$ cat src/rtl/evt_irq_pkg.sv
package evt_irq_pkg;

   typedef enum logic [1:0] {
      SEL_ENABLE = 2'd0,
      SEL_STATUS = 2'd1,
      SEL_VECTOR = 2'd2,
      SEL_BUFCFG = 2'd3
   } reg_sel_e;

endpackage

$ cat src/rtl/evt_lowbit_pick.sv
module evt_lowbit_pick #(
   parameter int W     = 16,
   parameter int IDX_W = $clog2(W + 1)
) (
   input  logic [W-1:0]     vec_i,
   output logic [W-1:0]     oh_o,
   output logic [IDX_W-1:0] idx_o,
   output logic             any_o
);

   logic [W:0] seen;
   assign seen[0] = 1'b0;

   for (genvar g = 0; g < W; g++) begin : g_chain
      assign oh_o[g]     = vec_i[g] & ~seen[g];
      assign seen[g + 1] = seen[g] | vec_i[g];
   end

   assign any_o = seen[W];

   always_comb begin
      idx_o = '0;
      for (int i = 0; i < W; i++) begin
         if (oh_o[i]) idx_o = idx_o | IDX_W'(i + 1);
      end
   end

endmodule

$ cat src/rtl/evt_status_reg.sv
module evt_status_reg #(
   parameter int           W         = 16,
   parameter logic [W-1:0] CLR_MASK  = 16'h63E7,
   parameter int           BUSY_BIT  = 12,
   parameter int           UDF_BIT   = 10,
   parameter int           TXRDY_BIT = 4,
   parameter int           DRAIN_BIT = 14
) (
   input  logic         clk,
   input  logic         rst_n,
   input  logic [W-1:0] set_in,
   input  logic         clr_wr_en,
   input  logic [W-1:0] clr_data,
   input  logic         vec_clr_en,
   input  logic [W-1:0] vec_clr_oh,
   input  logic         stat_rd_en,
   output logic [W-1:0] stat_q
);

   localparam logic [W-1:0] KEEP_MASK = ~(W'(1) << BUSY_BIT);

   logic [W-1:0] stat_d;

   always_comb begin
      stat_d = stat_q;
      if (clr_wr_en)  stat_d = stat_d & ~(clr_data & CLR_MASK);
      if (vec_clr_en) stat_d = stat_d & ~vec_clr_oh;
      if (stat_rd_en && (stat_q[TXRDY_BIT] || stat_q[DRAIN_BIT]))
         stat_d[UDF_BIT] = 1'b1;
      stat_d = (stat_d | set_in) & KEEP_MASK;
   end

   always_ff @(posedge clk or negedge rst_n) begin
      if (!rst_n) stat_q <= '0;
      else        stat_q <= stat_d;
   end

   // a software clear leaves bits outside the clear mask untouched
   assert_swclr_keep_R4: assert property (@(posedge clk) disable iff (!rst_n)
      (clr_wr_en && !vec_clr_en) |=> ((($past(stat_q) & ~CLR_MASK) & ~stat_q) == '0));

   // a set pulse is present in the next state whatever else happened
   assert_set_wins_R9: assert property (@(posedge clk) disable iff (!rst_n)
      (|set_in) |=> (($past(set_in) & KEEP_MASK & ~stat_q) == '0));

   // the popped source is gone unless it was set again in the same cycle
   assert_vec_clear_R5: assert property (@(posedge clk) disable iff (!rst_n)
      (vec_clr_en && !stat_rd_en && |(vec_clr_oh & ~set_in))
      |=> (($past(vec_clr_oh & ~set_in) & stat_q) == '0));

   // a status read with transmit ready or drain pending raises underflow
   assert_udf_on_read_R8: assert property (@(posedge clk) disable iff (!rst_n)
      (stat_rd_en && (stat_q[TXRDY_BIT] || stat_q[DRAIN_BIT])) |=> stat_q[UDF_BIT]);

endmodule

$ cat src/rtl/evt_mask_reg.sv
module evt_mask_reg #(
   parameter int           W          = 16,
   parameter logic [W-1:0] EN_MASK    = 16'h63FF,
   parameter logic [W-1:0] CFG_MASK   = 16'h8080,
   parameter int           RX_DMA_BIT = 15,
   parameter int           TX_DMA_BIT = 7,
   parameter int           RX_RDY_BIT = 3,
   parameter int           TX_RDY_BIT = 4
) (
   input  logic         clk,
   input  logic         rst_n,
   input  logic         en_wr,
   input  logic         cfg_wr,
   input  logic [W-1:0] wdata,
   output logic [W-1:0] en_q,
   output logic [W-1:0] cfg_q
);

   logic [W-1:0] en_d;

   always_comb begin
      en_d = en_q;
      if (en_wr) en_d = wdata & EN_MASK;
      if (cfg_wr) begin
         if (wdata[RX_DMA_BIT]) en_d[RX_RDY_BIT] = 1'b0;
         if (wdata[TX_DMA_BIT]) en_d[TX_RDY_BIT] = 1'b0;
      end
   end

   always_ff @(posedge clk or negedge rst_n) begin
      if (!rst_n) begin
         en_q  <= '0;
         cfg_q <= '0;
      end else begin
         en_q <= en_d;
         if (cfg_wr) cfg_q <= wdata & CFG_MASK;
      end
   end

   // turning on receive DMA removes the receive-ready interrupt enable
   assert_rx_dma_clears_en_R3: assert property (@(posedge clk) disable iff (!rst_n)
      (cfg_wr && !en_wr && wdata[RX_DMA_BIT]) |=> !en_q[RX_RDY_BIT]);

   // turning on transmit DMA removes the transmit-ready interrupt enable
   assert_tx_dma_clears_en_R3: assert property (@(posedge clk) disable iff (!rst_n)
      (cfg_wr && !en_wr && wdata[TX_DMA_BIT]) |=> !en_q[TX_RDY_BIT]);

endmodule

$ cat src/rtl/evt_req_out.sv
module evt_req_out #(
   parameter int N = 3
) (
   input  logic         clk,
   input  logic         rst_n,
   input  logic [N-1:0] cond_i,
   output logic [N-1:0] req_o
);

   for (genvar g = 0; g < N; g++) begin : g_line
      always_ff @(posedge clk or negedge rst_n) begin
         if (!rst_n) req_o[g] <= 1'b0;
         else        req_o[g] <= cond_i[g];
      end
   end

endmodule

$ cat src/rtl/evt_irq_ctrl.sv
module evt_irq_ctrl
   import evt_irq_pkg::*;
#(
   parameter int           W          = 16,
   parameter logic [W-1:0] CLR_MASK   = 16'h63E7,
   parameter logic [W-1:0] EN_MASK    = 16'h63FF,
   parameter logic [W-1:0] CFG_MASK   = 16'h8080,
   parameter int           RX_RDY_BIT = 3,
   parameter int           TX_RDY_BIT = 4,
   parameter int           UDF_BIT    = 10,
   parameter int           BUSY_BIT   = 12,
   parameter int           DRAIN_BIT  = 14,
   parameter int           RX_DMA_BIT = 15,
   parameter int           TX_DMA_BIT = 7
) (
   input  logic         clk,
   input  logic         rst_n,
   input  logic [W-1:0] set_pulse_i,
   input  logic         bus_busy_i,
   input  logic [1:0]   reg_sel_i,
   input  logic         wr_en_i,
   input  logic         rd_en_i,
   input  logic [W-1:0] wr_data_i,
   output logic [W-1:0] rd_data_o,
   output logic         irq_o,
   output logic         rx_req_o,
   output logic         tx_req_o
);

   localparam int IDX_W  = $clog2(W + 1);
   localparam int N_REQ  = 3;

   initial begin
      assert (IDX_W <= W) else $error("vector index does not fit the data width");
      assert (RX_RDY_BIT < W && TX_RDY_BIT < W && UDF_BIT < W) else $error("flag bit out of range");
      assert (BUSY_BIT < W && DRAIN_BIT < W) else $error("flag bit out of range");
      assert (RX_DMA_BIT < W && TX_DMA_BIT < W) else $error("DMA enable bit out of range");
   end

   reg_sel_e           sel;
   logic [W-1:0]       stat_q, en_q, cfg_q, pend, pick_oh;
   logic [IDX_W-1:0]   pick_idx;
   logic               pick_any;
   logic               stat_rd, vec_rd;
   logic [N_REQ-1:0]   req_cond, req_q;

   assign sel     = reg_sel_e'(reg_sel_i);
   assign stat_rd = rd_en_i && (sel == SEL_STATUS);
   assign vec_rd  = rd_en_i && (sel == SEL_VECTOR);
   assign pend    = stat_q & en_q;

   evt_lowbit_pick #(.W(W), .IDX_W(IDX_W)) pick_i (
      .vec_i (pend),
      .oh_o  (pick_oh),
      .idx_o (pick_idx),
      .any_o (pick_any)
   );

   evt_status_reg #(
      .W(W), .CLR_MASK(CLR_MASK), .BUSY_BIT(BUSY_BIT), .UDF_BIT(UDF_BIT),
      .TXRDY_BIT(TX_RDY_BIT), .DRAIN_BIT(DRAIN_BIT)
   ) status_i (
      .clk        (clk),
      .rst_n      (rst_n),
      .set_in     (set_pulse_i),
      .clr_wr_en  (wr_en_i && (sel == SEL_STATUS)),
      .clr_data   (wr_data_i),
      .vec_clr_en (vec_rd && pick_any),
      .vec_clr_oh (pick_oh),
      .stat_rd_en (stat_rd),
      .stat_q     (stat_q)
   );

   evt_mask_reg #(
      .W(W), .EN_MASK(EN_MASK), .CFG_MASK(CFG_MASK), .RX_DMA_BIT(RX_DMA_BIT),
      .TX_DMA_BIT(TX_DMA_BIT), .RX_RDY_BIT(RX_RDY_BIT), .TX_RDY_BIT(TX_RDY_BIT)
   ) mask_i (
      .clk    (clk),
      .rst_n  (rst_n),
      .en_wr  (wr_en_i && (sel == SEL_ENABLE)),
      .cfg_wr (wr_en_i && (sel == SEL_BUFCFG)),
      .wdata  (wr_data_i),
      .en_q   (en_q),
      .cfg_q  (cfg_q)
   );

   assign req_cond = {stat_q[TX_RDY_BIT] & cfg_q[TX_DMA_BIT],
                      stat_q[RX_RDY_BIT] & cfg_q[RX_DMA_BIT],
                      |pend};

   evt_req_out #(.N(N_REQ)) req_i (
      .clk    (clk),
      .rst_n  (rst_n),
      .cond_i (req_cond),
      .req_o  (req_q)
   );

   assign irq_o    = req_q[0];
   assign rx_req_o = req_q[1];
   assign tx_req_o = req_q[2];

   always_comb begin
      rd_data_o = '0;
      case (sel)
         SEL_ENABLE: rd_data_o = en_q;
         SEL_STATUS: begin
            rd_data_o           = stat_q;
            rd_data_o[BUSY_BIT] = bus_busy_i;
         end
         SEL_VECTOR: rd_data_o = W'(pick_idx);
         SEL_BUFCFG: rd_data_o = cfg_q;
         default:    rd_data_o = '0;
      endcase
   end

   // interrupt line follows pending-and-enabled one cycle later
   assert_irq_follows_R1: assert property (@(posedge clk) disable iff (!rst_n)
      1'b1 |=> (irq_o == $past(|(stat_q & en_q))));

   // request lines follow ready flags gated by DMA enables one cycle later
   assert_rx_req_R2: assert property (@(posedge clk) disable iff (!rst_n)
      1'b1 |=> (rx_req_o == $past(stat_q[RX_RDY_BIT] & cfg_q[RX_DMA_BIT])));
   assert_tx_req_R2: assert property (@(posedge clk) disable iff (!rst_n)
      1'b1 |=> (tx_req_o == $past(stat_q[TX_RDY_BIT] & cfg_q[TX_DMA_BIT])));

   // at most one source is selected for popping
   assert_pick_onehot_R5: assert property (@(posedge clk) disable iff (!rst_n)
      $onehot0(pick_oh));

   // busy input is reflected at its bit on status reads
   assert_busy_visible_R7: assert property (@(posedge clk) disable iff (!rst_n)
      stat_rd |-> (rd_data_o[BUSY_BIT] == bus_busy_i));

endmodule

$ cat config.mk
export PLATFORM = sky130hd
export DESIGN_NAME = evt_irq_ctrl
export DESIGN_NICKNAME = d
export VERILOG_FILES = /design/src/rtl/evt_irq_pkg.sv /design/src/rtl/evt_lowbit_pick.sv /design/src/rtl/evt_status_reg.sv /design/src/rtl/evt_mask_reg.sv /design/src/rtl/evt_req_out.sv /design/src/rtl/evt_irq_ctrl.sv
export SDC_FILE = /design/constraint.sdc
export NUM_CORES = 1
export LEC_CHECK = 0
export BUFFER_PORTS_ARGS = -buffer_cell sky130_fd_sc_hd__buf_4
export CAP_MARGIN = 20
export CELL_PAD_IN_SITES_DETAIL_PLACEMENT = 0
export CELL_PAD_IN_SITES_GLOBAL_PLACEMENT = 2
export CORE_MARGIN = 10
export CORE_UTILIZATION = 32
export CTS_CLUSTER_DIAMETER = 30
export DETAILED_ROUTE_END_ITERATION = 6
export MAX_ROUTING_LAYER = met4
export PLACE_DENSITY = 0.78
export SYNTH_ARGS = -nofsm -noshare
export SYNTH_HDL_FRONTEND = slang
export SYNTH_HIERARCHICAL = 1
export SYNTH_SLANG_ARGS = --single-unit
$ cat constraint.sdc
create_clock -name clk -period 2.7 [get_ports clk]
set_input_delay 0.27 -clock clk [delete_from_list [all_inputs] [get_ports clk]]
set_output_delay 0.27 -clock clk [all_outputs]
set_load 0.05 [all_outputs]
[Word level (Yosys, flattened, before mapping)]
Index checks and enable logic that the tools add are counted.
Storage, ports and cells
  register bits: 32
  latch bits: 0
  bits in writable memories: 0
  bits in read-only memories: 0
  input port bits: 39
  output and inout bits: 19
  memories: 0
Cells by class
  $add $sub $neg: 0
  multiply operators: 0
  div/mod/pow operators: 0
  magnitude comparators: 0
  equality and inequality tests: 3
  shift-type cells: 0
  mux-type cells: 24
  bitwise operators: 53
  reduce and logical (&&, ||, !) cells: 10
Operators with widths (count)
  $pmux 16 s4: 1
  $and 16x16->16: 2
  $mux 16: 2
  $mux 4: 8
  $and 1x1->1: 17
  $and 16x15->16: 1
  $not 15->16: 1
  $not 16->16: 1
  $or 16x16->16: 1
  $reduce_or 16->1: 1
  $not 1->1: 15
  $or 1x1->1: 15
  $mux 3: 4
  $mux 5: 2
  $logic_and 1x1->1: 7
  $mux 2: 3
  $eq 2x2->1 const B: 2
  $mux 1: 4
  $eq 2x1->1 const B: 1
  $logic_not 2->1: 1
  $logic_or 1x1->1: 1

[Logic depth before layout (Yosys ltp)]
  word-level depth: 22
  gate-level depth with buffers: 10

[Cells and area by module]
The synthesis kept the hierarchy.
By module, submodules not included
  evt_mask_reg: times used 1, cells each 50, area each 665.6 µm², seq. area each 350.3 µm²
  evt_status_reg: times used 1, cells each 50, area each 631.9 µm², seq. area each 375.4 µm²
  evt_irq_ctrl: times used 1, cells each 72, area each 540.5 µm², seq. area each 0.0 µm²
  evt_lowbit_pick: times used 1, cells each 52, area each 330.3 µm², seq. area each 0.0 µm²
  evt_req_out: times used 1, cells each 3, area each 75.1 µm², seq. area each 75.1 µm²

[Worst setup path before layout]
No wires, ideal clock.
  path type: flip-flop to output port
  from: register mask_i.en_q[8]
  to: output port rd_data_o[0]
  arrival: 1.867 ns
  data required time: 2.430 ns
  setup slack: 0.563 ns
  cell stages (with the launch flop): 6
  buffers on the path: 0
  cell sequence: dfrtp_1 > and2_1 > a221o_1 > a311oi_1 > o31ai_1 > mux4_2
Between the ends
  cells in the longest elaborated chain, start to end: 12
  elaborated cells on any way between the ends: 23
  classes of those cells: 9 x mux; 14 x bitwise
RTL lines
  start, declared: line evt_mask_reg.sv:15  | output logic [W-1:0] en_q,
  start signal, assigned: line evt_mask_reg.sv:35  | en_q <= en_d;
  $and 16x15->16 (*): line evt_irq_ctrl.sv:50  | assign pend = stat_q & en_q;
  net pend[8]: line evt_irq_ctrl.sv:41  | logic [W-1:0] stat_q, en_q, cfg_q, pend, pick_oh;
  $or 1x1->1 (2 in series): line evt_lowbit_pick.sv:16  | assign seen[g + 1] = seen[g] | vec_i[g];
  $not 1->1 or $or 1x1->1 (tied branches): line evt_lowbit_pick.sv:15, evt_lowbit_pick.sv:16
  $and 1x1->1 or $or 1x1->1 (tied branches): line evt_lowbit_pick.sv:15, evt_lowbit_pick.sv:16
  $mux 4 (tied with other cells) (2 in series): line evt_lowbit_pick.sv:24  | if (oh_o[i]) idx_o = idx_o | IDX_W'(i + 1);
  $mux 4 or $not 1->1 (tied branches): line evt_lowbit_pick.sv:24, evt_lowbit_pick.sv:15
  $mux 4 or $and 1x1->1 (tied branches): line evt_lowbit_pick.sv:24, evt_lowbit_pick.sv:15
  $mux 4 (*): line evt_lowbit_pick.sv:24
  $mux 5 (*): line evt_lowbit_pick.sv:24
  net pick_idx[0]: line evt_irq_ctrl.sv:42  | logic [IDX_W-1:0] pick_idx;
  $pmux 16 s4 (*): line evt_irq_ctrl.sv:104  | case (sel)
  end, declared: line evt_irq_ctrl.sv:24  | output logic [W-1:0] rd_data_o,
Mark *: on every way through the listed nets, which the timed path passes. The rest lies on a longest branch.

[Worst setup path after layout]
Ends and elaborated chain as after synthesis.

==> flow_metrics.tcl <==
set metrics [dict create \
    cp-end-kind "primary output" \
    grt_pass1_vias 2016 \
    crit_fanout 7 \
    r2r-end "status_i/stat_q[8]$_DFF_PN0_" \
    globalRouteMet1Util 0.148 \
    place_ws_ns 0.231 \
    die-area_um2 10700 \
    numCtsBuffers 5 \
    first_pass_iters 4 \
    p_leak_nw 1.20 \
    p_total_mw 1.66 \
    post-route-util 0.420 \
    start_kind "flip-flop" \
    place_hpwl_um 4640 \
    cts_root_buffer "clkbuf_8" \
    diodes 0 \
    skew_ns 0.00710 \
    outcome "finished clean" \
    fin_nets 324 \
    num_vias 1869 \
    syn_area_per_cell_um2 9.89 \
    drive_gt1_frac 0.367 \
    worst-setup-path-type "reg -> out" \
    drcViolationCount 0 \
    syn_to_final_growth_pct 27.7 \
    fin_area_um2 2860 \
    reg2reg_slack_ns 0.38 \
    maxSlewViolCount 0 \
    hold_end "status_i/stat_q[14]$_DFF_PN0_" \
    powerDensity_nw_per_um2 580 \
    hold_path_class "in -> reg" \
    core-area_um2 6790 \
    max_freq_mhz 383 \
    grt_setup_unrepaired "true" \
    grt_overflow 0 \
    path_clk_slew_ns 0.07 \
    fin_ws_ns 0.0901 \
    hold_violations 0 \
    grt_pass1_wl_um 10400 \
    irDropWorstVdd_mv 0.198 \
    via_per_inst 4.89 \
    syn_area_um2 2240 \
    finalSetupViolCount 0 \
    required_ns 2.43 \
    timing.hold.ws_ns 0.158 \
    hold_path_startpoint "set_pulse_i[14]" \
    use_met3 0.0322 \
    first_iter_violations 58 \
    die_x_um 104 \
    synthCells 226 \
    worstPathArrival_ns 2.34 \
    drtAntennaViolNets 0 \
    clk_path_buf_depth 2 \
    slew_headroom 0.666 \
    die_h_um 104 \
    clkLatencyLatePin_ns 0.28 \
    placementRows 30 \
    gp_congestion 0.821 \
    boundaryPins 58 \
    grtUsageMet2 0.191 \
    htree_levels 2 \
    maxCapViolCount 0 \
    finalCritPeriodShare 0.967 \
    start_util 0.329 \
    cts_tree "done" \
    grt.total_usage 0.119 \
    portBuffers 53 \
    worstHoldPathCells 2 \
    cts.sinks 32 \
    tightestPinTransition_ns 0.502 \
    drt-total-wl_um 6230 \
    period_minus_slack_ns 2.61 \
    reg2reg_depth 9 \
    routedWlPerCell_um 16.3 \
    dpl-instance-area_um2 2660 \
    antenna_found_initial 0 \
    busiest_layer "met2" \
    r2r-start "mask_i/en_q[3]$_DFF_PN0_" \
    grt_max_degree 33 \
    yosys_warnings 6 \
]
[report_power, final]
part           switching, mW  internal (mW)  total (mW)  leakage [nW]
registers             0.0339          0.532       0.566         0.335
logic                  0.369          0.260       0.629         0.808
clock network          0.187          0.274       0.461        0.0552
total                  0.589           1.07        1.66          1.20
[sequential cells by signal (all words and copies together), names as in the netlist]
register and count:
mask_i/cfg_q 2, mask_i/en_q 12, req_i/req_o 3, status_i/stat_q 15
[routing by layer]
metal  part of all wire  wire length (um)
met5                  0                 0
met4             0.0059                37
met3              0.037               229
met2               0.46              2890
met1               0.49              3070
[worst max-delay path: stages, from the launching register on]
cell      delay, ns
dfrtp_1        0.39
and2_2         0.25
a221o_1        0.38
a311oi_2       0.26
o31ai_2        0.13
mux4_2         0.48
buf_6          0.17
[cell type report]
class	instances	area, um^2
Fill cell	686	3940
Inverter	5	18.8
Clock buffer	6	72.6
Multi-Input combinational cell	177	1320
Tap cell	96	120
Clock inverter	2	35.0
Timing Repair Buffer	64	490
Sequential cell	32	801
[through the flow]
stage	TNS (ns)	std cells
2_1_floorplan	0	243
3_3_place_gp	0	370
3_5_place_dp	0	370
4_1_cts	0	380
5_1_grt	-0.00100	382
6_report	0	382
[how the worst max path moves through the flow]
| stage | to | slack (ns) | from | cells after the start |
|---|---|---|---|---|
| after floorplan | rd_data_o[0] | 0.56 | mask_i/en_q[8]$_DFFE_PN0P_ | 5 |
| after global placement | status_i/stat_q[9]$_DFF_PN0_ | 0.19 | mask_i/en_q[1]$_DFFE_PN0P_ | 8 |
| after detailed placement | status_i/stat_q[8]$_DFF_PN0_ | 0.23 | mask_i/en_q[4]$_DFF_PN0_ | 8 |
| after CTS | rd_data_o[0] | 0.007 | mask_i/en_q[4]$_DFF_PN0_ | 7 |
| after global routing | rd_data_o[0] | -0.001 | mask_i/en_q[8]$_DFFE_PN0P_ | 6 |
| final | rd_data_o[0] | 0.09 | mask_i/en_q[8]$_DFFE_PN0P_ | 6 |
[repair_timing]
item / CTS / global route
pin swaps: 2 / 2
gates cloned: 0 / 0
resized for setup: 4 / 11
setup endpoints to repair: 2 / 13
hold buffers: 1 / 0
hold endpoints to repair: 32 / 0
setup buffers: 1 / 2
[cells in the final DEF (no fill, tap or decap), drive strengths merged, types with 6 or more instances in the layout]
master  count
a21o       14
a22oi      10
and2       21
buf        63
clkbuf      6
conb       19
dfrtp      32
mux2       12
mux2i      13
nand2      19
nor2        9
o21ai      11
No activity file was read; power rests on OpenSTA's default activity.
